<file path="src/rtl/seg_xlate_pkg.sv">
package seg_xlate_pkg;

    localparam int SEL_W   = 2;
    localparam int NUM_SEG = 3;

    typedef enum logic [SEL_W-1:0] {
        SEG_CODE  = 2'b00,
        SEG_HEAP  = 2'b01,
        SEG_STACK = 2'b10,
        SEG_NONE  = 2'b11
    } seg_id_e;

    typedef enum logic [1:0] {
        FLT_NONE  = 2'b00,
        FLT_LIMIT = 2'b01,
        FLT_PERM  = 2'b10,
        FLT_SEL   = 2'b11
    } flt_code_e;

    typedef struct packed {
        logic rd;
        logic wr;
    } perm_t;

endpackage

</file>
<file path="src/rtl/seg_reg_file.sv">
module seg_reg_file
    import seg_xlate_pkg::*;
#(
    parameter int PA_W  = 20,
    parameter int LIM_W = 15
) (
    input  logic                            clk,
    input  logic                            rst_n,
    input  logic                            cfg_we,
    input  logic                            cfg_priv,
    input  logic [SEL_W-1:0]                cfg_sel,
    input  logic [PA_W-1:0]                 cfg_base,
    input  logic [LIM_W-1:0]                cfg_limit,
    input  perm_t                           cfg_perm,
    output logic [NUM_SEG-1:0][PA_W-1:0]    seg_base_o,
    output logic [NUM_SEG-1:0][LIM_W-1:0]   seg_limit_o,
    output perm_t [NUM_SEG-1:0]             seg_perm_o
);

    typedef struct packed {
        logic [NUM_SEG-1:0][PA_W-1:0]  base;
        logic [NUM_SEG-1:0][LIM_W-1:0] limit;
        perm_t [NUM_SEG-1:0]           perm;
    } regs_t;

    regs_t              regs_d, regs_q;
    logic [NUM_SEG-1:0] hit;

    // One write-enable per segment; the unmapped selector matches none.
    for (genvar g = 0; g < NUM_SEG; g++) begin : g_hit
        assign hit[g] = cfg_we && cfg_priv && (cfg_sel == SEL_W'(g));
    end

    always_comb begin
        regs_d = regs_q;
        for (int i = 0; i < NUM_SEG; i++) begin
            if (hit[i]) begin
                regs_d.base[i]  = cfg_base;
                regs_d.limit[i] = cfg_limit;
                regs_d.perm[i]  = cfg_perm;
            end
        end
    end

    always_ff @(posedge clk) begin
        if (!rst_n) begin
            regs_q <= '0;
        end else begin
            regs_q <= regs_d;
        end
    end

    assign seg_base_o  = regs_q.base;
    assign seg_limit_o = regs_q.limit;
    assign seg_perm_o  = regs_q.perm;

endmodule

</file>
<file path="src/rtl/seg_check.sv">
module seg_check
    import seg_xlate_pkg::*;
#(
    parameter int VA_W  = 16,
    parameter int PA_W  = 20,
    localparam int OFF_W = VA_W - SEL_W,
    localparam int LIM_W = OFF_W + 1
) (
    input  logic [VA_W-1:0]                 vaddr,
    input  logic                            is_write,
    input  logic [NUM_SEG-1:0][PA_W-1:0]    seg_base,
    input  logic [NUM_SEG-1:0][LIM_W-1:0]   seg_limit,
    input  perm_t [NUM_SEG-1:0]             seg_perm,
    output logic [PA_W-1:0]                 paddr,
    output logic                            fault,
    output flt_code_e                       reason
);

    logic [SEL_W-1:0] sel;
    logic [OFF_W-1:0] off;
    logic             sel_ok;
    logic [PA_W-1:0]  cur_base;
    logic [LIM_W-1:0] cur_limit;
    perm_t            cur_perm;
    logic             over_limit;
    logic             perm_bad;

    assign sel = vaddr[VA_W-1 -: SEL_W];
    assign off = vaddr[OFF_W-1:0];

    always_comb begin
        sel_ok    = 1'b0;
        cur_base  = '0;
        cur_limit = '0;
        cur_perm  = '0;
        for (int i = 0; i < NUM_SEG; i++) begin
            if (sel == SEL_W'(i)) begin
                sel_ok    = 1'b1;
                cur_base  = seg_base[i];
                cur_limit = seg_limit[i];
                cur_perm  = seg_perm[i];
            end
        end
    end

    assign over_limit = {1'b0, off} >= cur_limit;
    assign perm_bad   = is_write ? !cur_perm.wr : !cur_perm.rd;

    // Fixed priority: unmapped selector, limit, permission.
    always_comb begin
        paddr  = '0;
        fault  = 1'b1;
        reason = FLT_NONE;
        if (!sel_ok) begin
            reason = FLT_SEL;
        end else if (over_limit) begin
            reason = FLT_LIMIT;
        end else if (perm_bad) begin
            reason = FLT_PERM;
        end else begin
            fault = 1'b0;
            paddr = cur_base + PA_W'(off);
        end
    end

endmodule

</file>
<file path="src/rtl/seg_xlate.sv">
module seg_xlate
    import seg_xlate_pkg::*;
#(
    parameter int VA_W  = 16,
    parameter int PA_W  = 20,
    localparam int LIM_W = VA_W - SEL_W + 1
) (
    input  logic             clk,
    input  logic             rst_n,
    input  logic             cfg_we,
    input  logic             cfg_priv,
    input  logic [1:0]       cfg_sel,
    input  logic [PA_W-1:0]  cfg_base,
    input  logic [LIM_W-1:0] cfg_limit,
    input  logic             cfg_rd_ok,
    input  logic             cfg_wr_ok,
    input  logic             req_valid,
    input  logic             req_write,
    input  logic [VA_W-1:0]  req_vaddr,
    output logic             rsp_valid,
    output logic [PA_W-1:0]  rsp_paddr,
    output logic             rsp_fault,
    output logic [1:0]       rsp_reason
);

    typedef struct packed {
        logic            valid;
        logic [PA_W-1:0] paddr;
        logic            fault;
        flt_code_e       reason;
    } rsp_t;

    logic [NUM_SEG-1:0][PA_W-1:0]  seg_base;
    logic [NUM_SEG-1:0][LIM_W-1:0] seg_limit;
    perm_t [NUM_SEG-1:0]           seg_perm;
    perm_t                         cfg_perm;
    logic [PA_W-1:0]               xl_paddr;
    logic                          xl_fault;
    flt_code_e                     xl_reason;
    rsp_t                          rsp_d, rsp_q;

    assign cfg_perm = '{rd: cfg_rd_ok, wr: cfg_wr_ok};

    seg_reg_file #(.PA_W(PA_W), .LIM_W(LIM_W)) u_regs (
        .clk         (clk),
        .rst_n       (rst_n),
        .cfg_we      (cfg_we),
        .cfg_priv    (cfg_priv),
        .cfg_sel     (cfg_sel),
        .cfg_base    (cfg_base),
        .cfg_limit   (cfg_limit),
        .cfg_perm    (cfg_perm),
        .seg_base_o  (seg_base),
        .seg_limit_o (seg_limit),
        .seg_perm_o  (seg_perm)
    );

    seg_check #(.VA_W(VA_W), .PA_W(PA_W)) u_check (
        .vaddr     (req_vaddr),
        .is_write  (req_write),
        .seg_base  (seg_base),
        .seg_limit (seg_limit),
        .seg_perm  (seg_perm),
        .paddr     (xl_paddr),
        .fault     (xl_fault),
        .reason    (xl_reason)
    );

    always_comb begin
        rsp_d       = rsp_q;
        rsp_d.valid = req_valid;
        if (req_valid) begin
            rsp_d.paddr  = xl_paddr;
            rsp_d.fault  = xl_fault;
            rsp_d.reason = xl_reason;
        end
    end

    always_ff @(posedge clk) begin
        if (!rst_n) begin
            rsp_q <= '0;
        end else begin
            rsp_q <= rsp_d;
        end
    end

    assign rsp_valid  = rsp_q.valid;
    assign rsp_paddr  = rsp_q.paddr;
    assign rsp_fault  = rsp_q.fault;
    assign rsp_reason = rsp_q.reason;

endmodule

</file>
<file path="config.mk">
export PLATFORM = sky130hd
export DESIGN_NAME = seg_xlate
export DESIGN_NICKNAME = d
export VERILOG_FILES = /design/src/rtl/seg_xlate_pkg.sv /design/src/rtl/seg_reg_file.sv /design/src/rtl/seg_check.sv /design/src/rtl/seg_xlate.sv
export SDC_FILE = /design/constraint.sdc
export NUM_CORES = 1
export LEC_CHECK = 0
export CELL_PAD_IN_SITES_DETAIL_PLACEMENT = 0
export CELL_PAD_IN_SITES_GLOBAL_PLACEMENT = 1
export CORE_MARGIN = 4
export CORE_UTILIZATION = 39
export CTS_CLUSTER_DIAMETER = 50
export DETAILED_ROUTE_END_ITERATION = 10
export PLACE_DENSITY = 0.76
export REMOVE_ABC_BUFFERS = 1
export SYNTH_ARGS = -nofsm -noshare
export SYNTH_HDL_FRONTEND = slang
export SYNTH_HIERARCHICAL = 1
export SYNTH_SLANG_ARGS = --single-unit
</file>
<file path="constraint.sdc">
create_clock -name clk -period 3.95 [get_ports clk]
set_input_delay 0.79 -clock clk [delete_from_list [all_inputs] [get_ports clk]]
set_output_delay 0.79 -clock clk [all_outputs]
set_load 0.02 [all_outputs]
</file>
# ---- Word-level counts from Yosys, hierarchy flattened
# Cells that the tools add are included.
dict set report word_totals {
  inputBits 61
  register_bits 135
  wordCells 52
}
dict set report classes {
  eq_ne 4
  n_lt_le_gt_ge 1
  n_reduce_logical 8
  mux 22
  add_sub_neg 1
}
# cell count
set ops {}
lappend ops {{2-to-1 mux 20 bit} 6}
lappend ops {{2-to-1 mux 15 bit} 3}
lappend ops {{adder 20 x 14 -> 20 bit} 1}
lappend ops {{greater-or-equal comparator 14 x 15 -> 1 bit} 1}
lappend ops {{2-to-1 mux 2 bit} 6}
lappend ops {{2-to-1 mux 1 bit} 7}
lappend ops {{equality test 2 x 1 -> 1 bit (second input constant)} 2}
lappend ops {{equality test 2 bit (second input constant)} 2}
lappend ops {{logical AND 1 bit} 4}
lappend ops {{logical NOT 2 bit} 2}
lappend ops {{logical NOT 1 bit} 2}

# ---- Longest topological paths before layout
# Gate-level depths: netlist of run 1.
dict set report logic_depth {
  depth_word 9
  depth_mapped 18
  ltp_nobuf 14
}

# ---- Cells and area by module
# The synthesis of run 1 kept the hierarchy.
# mod area_each_um2 seq_area_each_um2 cells_each n_inst
set modules_own_cells {}
lappend modules_own_cells {seg_reg_file 4150.2 2222.1 401 1}
lappend modules_own_cells {seg_check 2053.2 0.0 290 1}
lappend modules_own_cells {seg_xlate 919.6 480.5 76 1}

# ---- Worst setup path before layout of run 1
# Ideal clock, no wire load.
dict set report synth_timing {
  kind {in2reg}
  startpoint {in req_vaddr[15]}
  endpoint {reg rsp_q (netlist bit rsp_paddr[16])}
  setup_ps 65
  cell_stages 18
  t_arrival_ps 3730
  path_buffers 4
  setup_slack_ps 155
  cell_sequence {buf_6 nor2b_2 buf_4 clkbuf_1 buf_1 nand2_1 o21ai_0 ha_1 inv_1 fa_1 nand3b_1 a2111o_1 nand3_1 a31o_2 a31oi_1 a211oi_2 mux2i_1 nor2b_1}
}
dict set report synth_between {
  elab_chain_cells 9
  word_cells_on_any_way 23
  classes_between {add/sub: 1; order compare: 1; eq/ne: 2; mux: 16; reduce/logical: 3}
}
# item line
set synth_lines {}
lappend synth_lines {{start: declaration} seg_xlate.sv:19} ;# input logic [VA_W-1:0] req_vaddr,
lappend synth_lines {{parallel branches: the longest is 8 deep, another holds adder 20 x 14 -> 20 bit} -}
lappend synth_lines {{2-to-1 mux 20 bit (*)} seg_check.sv:54} ;# if (!sel_ok) begin
lappend synth_lines {{named net xl_paddr[16]} seg_xlate.sv:37} ;# logic [PA_W-1:0] xl_paddr;
lappend synth_lines {{end signal: assignment} seg_xlate.sv:83} ;# rsp_q <= rsp_d;
lappend synth_lines {{end: declaration} seg_xlate.sv:40} ;# rsp_t rsp_d, rsp_q;
# Mark *: on every way through the listed nets, which the timed path passes.
# A chain may end at the register's enable or synchronous reset.

# ---- Final worst setup path of run 1
dict set report layout_timing {
  startpoint {in req_vaddr[14]}
  endpoint {reg rsp_q (netlist bit rsp_paddr[16])}
}
# The elaborated chain is that of the path after synthesis.

==> flow_metrics.env, run 1 <==
export IMPL_htreeDepth=4
export IMPL_gp_congestion=0.819
export IMPL_final_area_um2=8670
export IMPL_ys_flop_type="dfxtp_1"
export IMPL_syn_mean_instance_area_um2=9.29
export IMPL_dr_pass1_iters=4
export IMPL_die_width_um=143
export IMPL_final_max_slew_violation_count=0
export IMPL_cts_root_buf="clkbuf_16"
export IMPL_grt_usage_pct=16.9
export IMPL_initial_core_util_pct=39.7
export IMPL_clock_latency_ps=410
export IMPL_crit_buf_inv=3
export IMPL_synth_edf_count=0
export IMPL_syn_area_um2=7120
export IMPL_critical_path_slowest_cell="clkdlybuf4s50_1"
export IMPL_path_delay_family="compound AO/OA/AOI/OAI gates"
export IMPL_period_share_pct=88.1
export IMPL_fin_skew_ps=4.92
export IMPL_drv_cap=0
export IMPL_cts_sinks=135
export IMPL_peakVddDrop_v=0.000290
export IMPL_finalHoldViolCount=0
export IMPL_io_buffers=84
export IMPL_gr_total_overflow=0
export IMPL_worst_endpoint_required_ps=4300
export IMPL_num_rows=49
export IMPL_max_slew_margin_pct=49.2
export IMPL_worst_setup_path_end_kind="flop"
export IMPL_drtIter0Drc=291
export IMPL_setup_viol=0
export IMPL_clk_pin_slew_ps=60
export IMPL_dpl_cell_area_um2=8100
export IMPL_clockBufferDepth=2
export IMPL_synth_cells=767
export IMPL_nNetsFinal=939
export IMPL_drt_wl_total_um=16700
export IMPL_r2r_start="u_regs/seg_base_o[0]"
export IMPL_vias=5368
export IMPL_cts_tree="done"
export IMPL_antenna_found_initial=0
export IMPL_multi_input_area_um2=3990
export IMPL_path_cells="clkdlybuf4s50_1 -> nor2b_2 -> buf_4 -> a21o_1 -> inv_1 -> fa_1 -> nand3b_1 -> a2111o_1 -> nand3_1 -> a31o_2 -> a31oi_1 -> a211oi_2 -> mux2i_1 -> nor2b_1"
export IMPL_rsz0062_at_grt="false"
export IMPL_fmax_mhz=287
export IMPL_dieArea_um2=20500
export IMPL_diodes=0
export IMPL_fill_cells=1736
export IMPL_yosys_register_bits=135
export IMPL_placeableCoreArea_um2=18000
export IMPL_critPathLaunch="req_vaddr[14]"
export IMPL_ios=85
export IMPL_ys_seq_area_share_pct=37.9
export IMPL_fin_crit_ps=3480
export IMPL_postSynth_asyncResetShare_pct=0
export IMPL_seq_area_um2=2700
export IMPL_tightest_slew_ps=762
export IMPL_via_per_inst=4.93
export IMPL_cts_made_buffers=17
export IMPL_outcome="finished clean"
export IMPL_cp_start_kind="primary input"
export IMPL_path_max_fanout=6
export IMPL_yosysWarnings=6
export IMPL_hold_path_class="reg -> reg"
export IMPL_fin_setup_tns_ps=0
export IMPL_syn_to_final_growth_pct=21.7
export IMPL_drive_above_1_share_pct=8.27
export IMPL_wl_per_cell_um=15.3
export IMPL_arrival_ps=3830
export IMPL_critical_path_class="in -> reg"
export IMPL_cts_resized=0
export IMPL_grt_pass1_vias=5301
export IMPL_die_h_um=143
export IMPL_grt_max_degree=74
export IMPL_final_antenna_net_count=0
export IMPL_hpwl_um=11700
export IMPL_cts_setup_buffers=0
export IMPL_powerDensity_nw_per_um2=381
export IMPL_hp_start="u_regs/seg_base_o[16]"
export IMPL_postCtsHoldBufs=0
export IMPL_p_leak_nw=3.81
export IMPL_ys_types=55
export IMPL_grt_pass1_wl_um=27700
export IMPL_cpPeakStageDelay_ps=530
export IMPL_drc=0
[metrics by stage]
stage / hold WS [ps] / power [mW] / util (%) / setup WS [ps] / cells
5_1_grt: 471 / 3.44 / 48.3 / 247 / 1088
3_5_place_dp: 447 / 1.80 / 45.1 / 25.9 / 1057
2_1_floorplan: 434 / 1.61 / - / 272 / 719
3_3_place_gp: 441 / 1.80 / 45.1 / 77.5 / 1057
6_report: 455 / 3.30 / 48.3 / 469 / 1088
4_1_cts: 456 / 3.35 / 48.3 / 456 / 1088
[layout by cell type (no fill, tap or decap), types with 2 or more instances in the layout]
master and count:
a21oi_1 33, a211oi_2 2, and3_1 5, clkbuf_16 17, xnor2_1 7, o211ai_1 2
xor2_1 7, ha_1 30, nand4_1 3, o21ai_0 24, mux2i_1 168, nand2_1 179
clkdlybuf4s50_1 82, bufinv_16 2, nand4b_1 2, a211oi_1 3, clkbuf_8 3, o2bb2ai_1 3
buf_12 4, a21o_1 6, nor2_1 33, clkinv_2 5, nor2b_1 23, a31oi_1 3
clkbuf_1 2, o21bai_1 4, inv_1 13, dfxtp_1 135, nand3_1 3, buf_4 22
clkinvlp_4 2, nand2b_1 3, nor3_2 2
[logic make-up (layout without fill, tap and decap cells)]
logic type,count (synthesis),count (layout),synth area share [%]
AO/OA/AOI/OAI,94,94,8.62
XOR/XNOR,14,14,1.72
adder cells (fa/ha/maj),31,31,5.55
buffers and inverters,61,153,6.08
flip-flops,135,135,37.9
multiplexers,170,170,24.1
AND/OR/NAND/NOR,262,262,15.9
[worst paths after layout]
kind	end	slack, ps	depth (start not counted)
worst max-delay path	rsp_paddr[16]	470	14
worst min-delay path	u_regs/seg_base_o[16]	450	2
worst max register to register	rsp_paddr[16]	1260	13
worst min register to register	u_regs/seg_base_o[16]	450	2
[synthesized netlist by cell type, types with 4 or more instances]
master	number	area, um^2
nand2_1	179	672
mux2i_1	168	1680
dfxtp_1	135	2700
a21oi_1	33	165
nor2_1	33	124
ha_1	30	375
o21ai_0	24	120
nor2b_1	23	144
buf_2	14	70.1
inv_1	13	48.8
buf_6	12	135
clkbuf_1	11	41.3
xnor2_1	7	61.3
xor2_1	7	61.3
a21o_1	6	45.0
and3_1	5	31.3
buf_12	5	100
buf_4	4	30.0
o21bai_1	4	30.0
[registers in the layout, summed over array words and instances, names as in the netlist]
signal	cells
rsp_valid	1
u_regs/seg_perm_o	6
rsp_reason	2
rsp_paddr	20
rsp_fault	1
u_regs/seg_limit_o	45
u_regs/seg_base_o	60
[where the power goes]
group	switching, mW	internal [mW]	total (mW)
Sequential	0.0143	1.39	1.41
Combinational	0.191	0.170	0.361
Clock	0.565	0.969	1.53
[cell type report]
| cell class | count | area share, % |
|---|---|---|
| Inverter | 13 | 0.563 |
| Multi-Input combinational cell | 571 | 46.0 |
| Clock buffer | 22 | 5.47 |
| Tap cell | 229 | 3.30 |
| Clock inverter | 9 | 1.15 |
| Timing Repair Buffer | 109 | 12.4 |
| Sequential cell | 135 | 31.2 |
[per-layer routing]
metal	global-route usage, %	wire (um)	part of all wire (%)
met5	0	0	0
met3	3.38	501	3.0
met2	26.9	7600	46
met1	23.5	8460	51
met4	4.65	129	0.77
[worst reg2reg max path, cell delays in order (launching register included)]
cell      delay, ps
dfxtp_1         340
mux2i_1          70
o21ai_0         160
ha_1            190
inv_1            60
fa_1            380
nand3b_1        200
a2111o_1        400
nand3_1         110
a31o_2          220
a31oi_1         110
a211oi_2        200
mux2i_1          90
nor2b_1         110
(Power assumes the default switching activity.)
==> run 2: changes to the inputs <==
SLEW_MARGIN = 10   (was default)
==> results of run 2 <==
No change in the layout: final DEF, timing and power equal those of run 1.
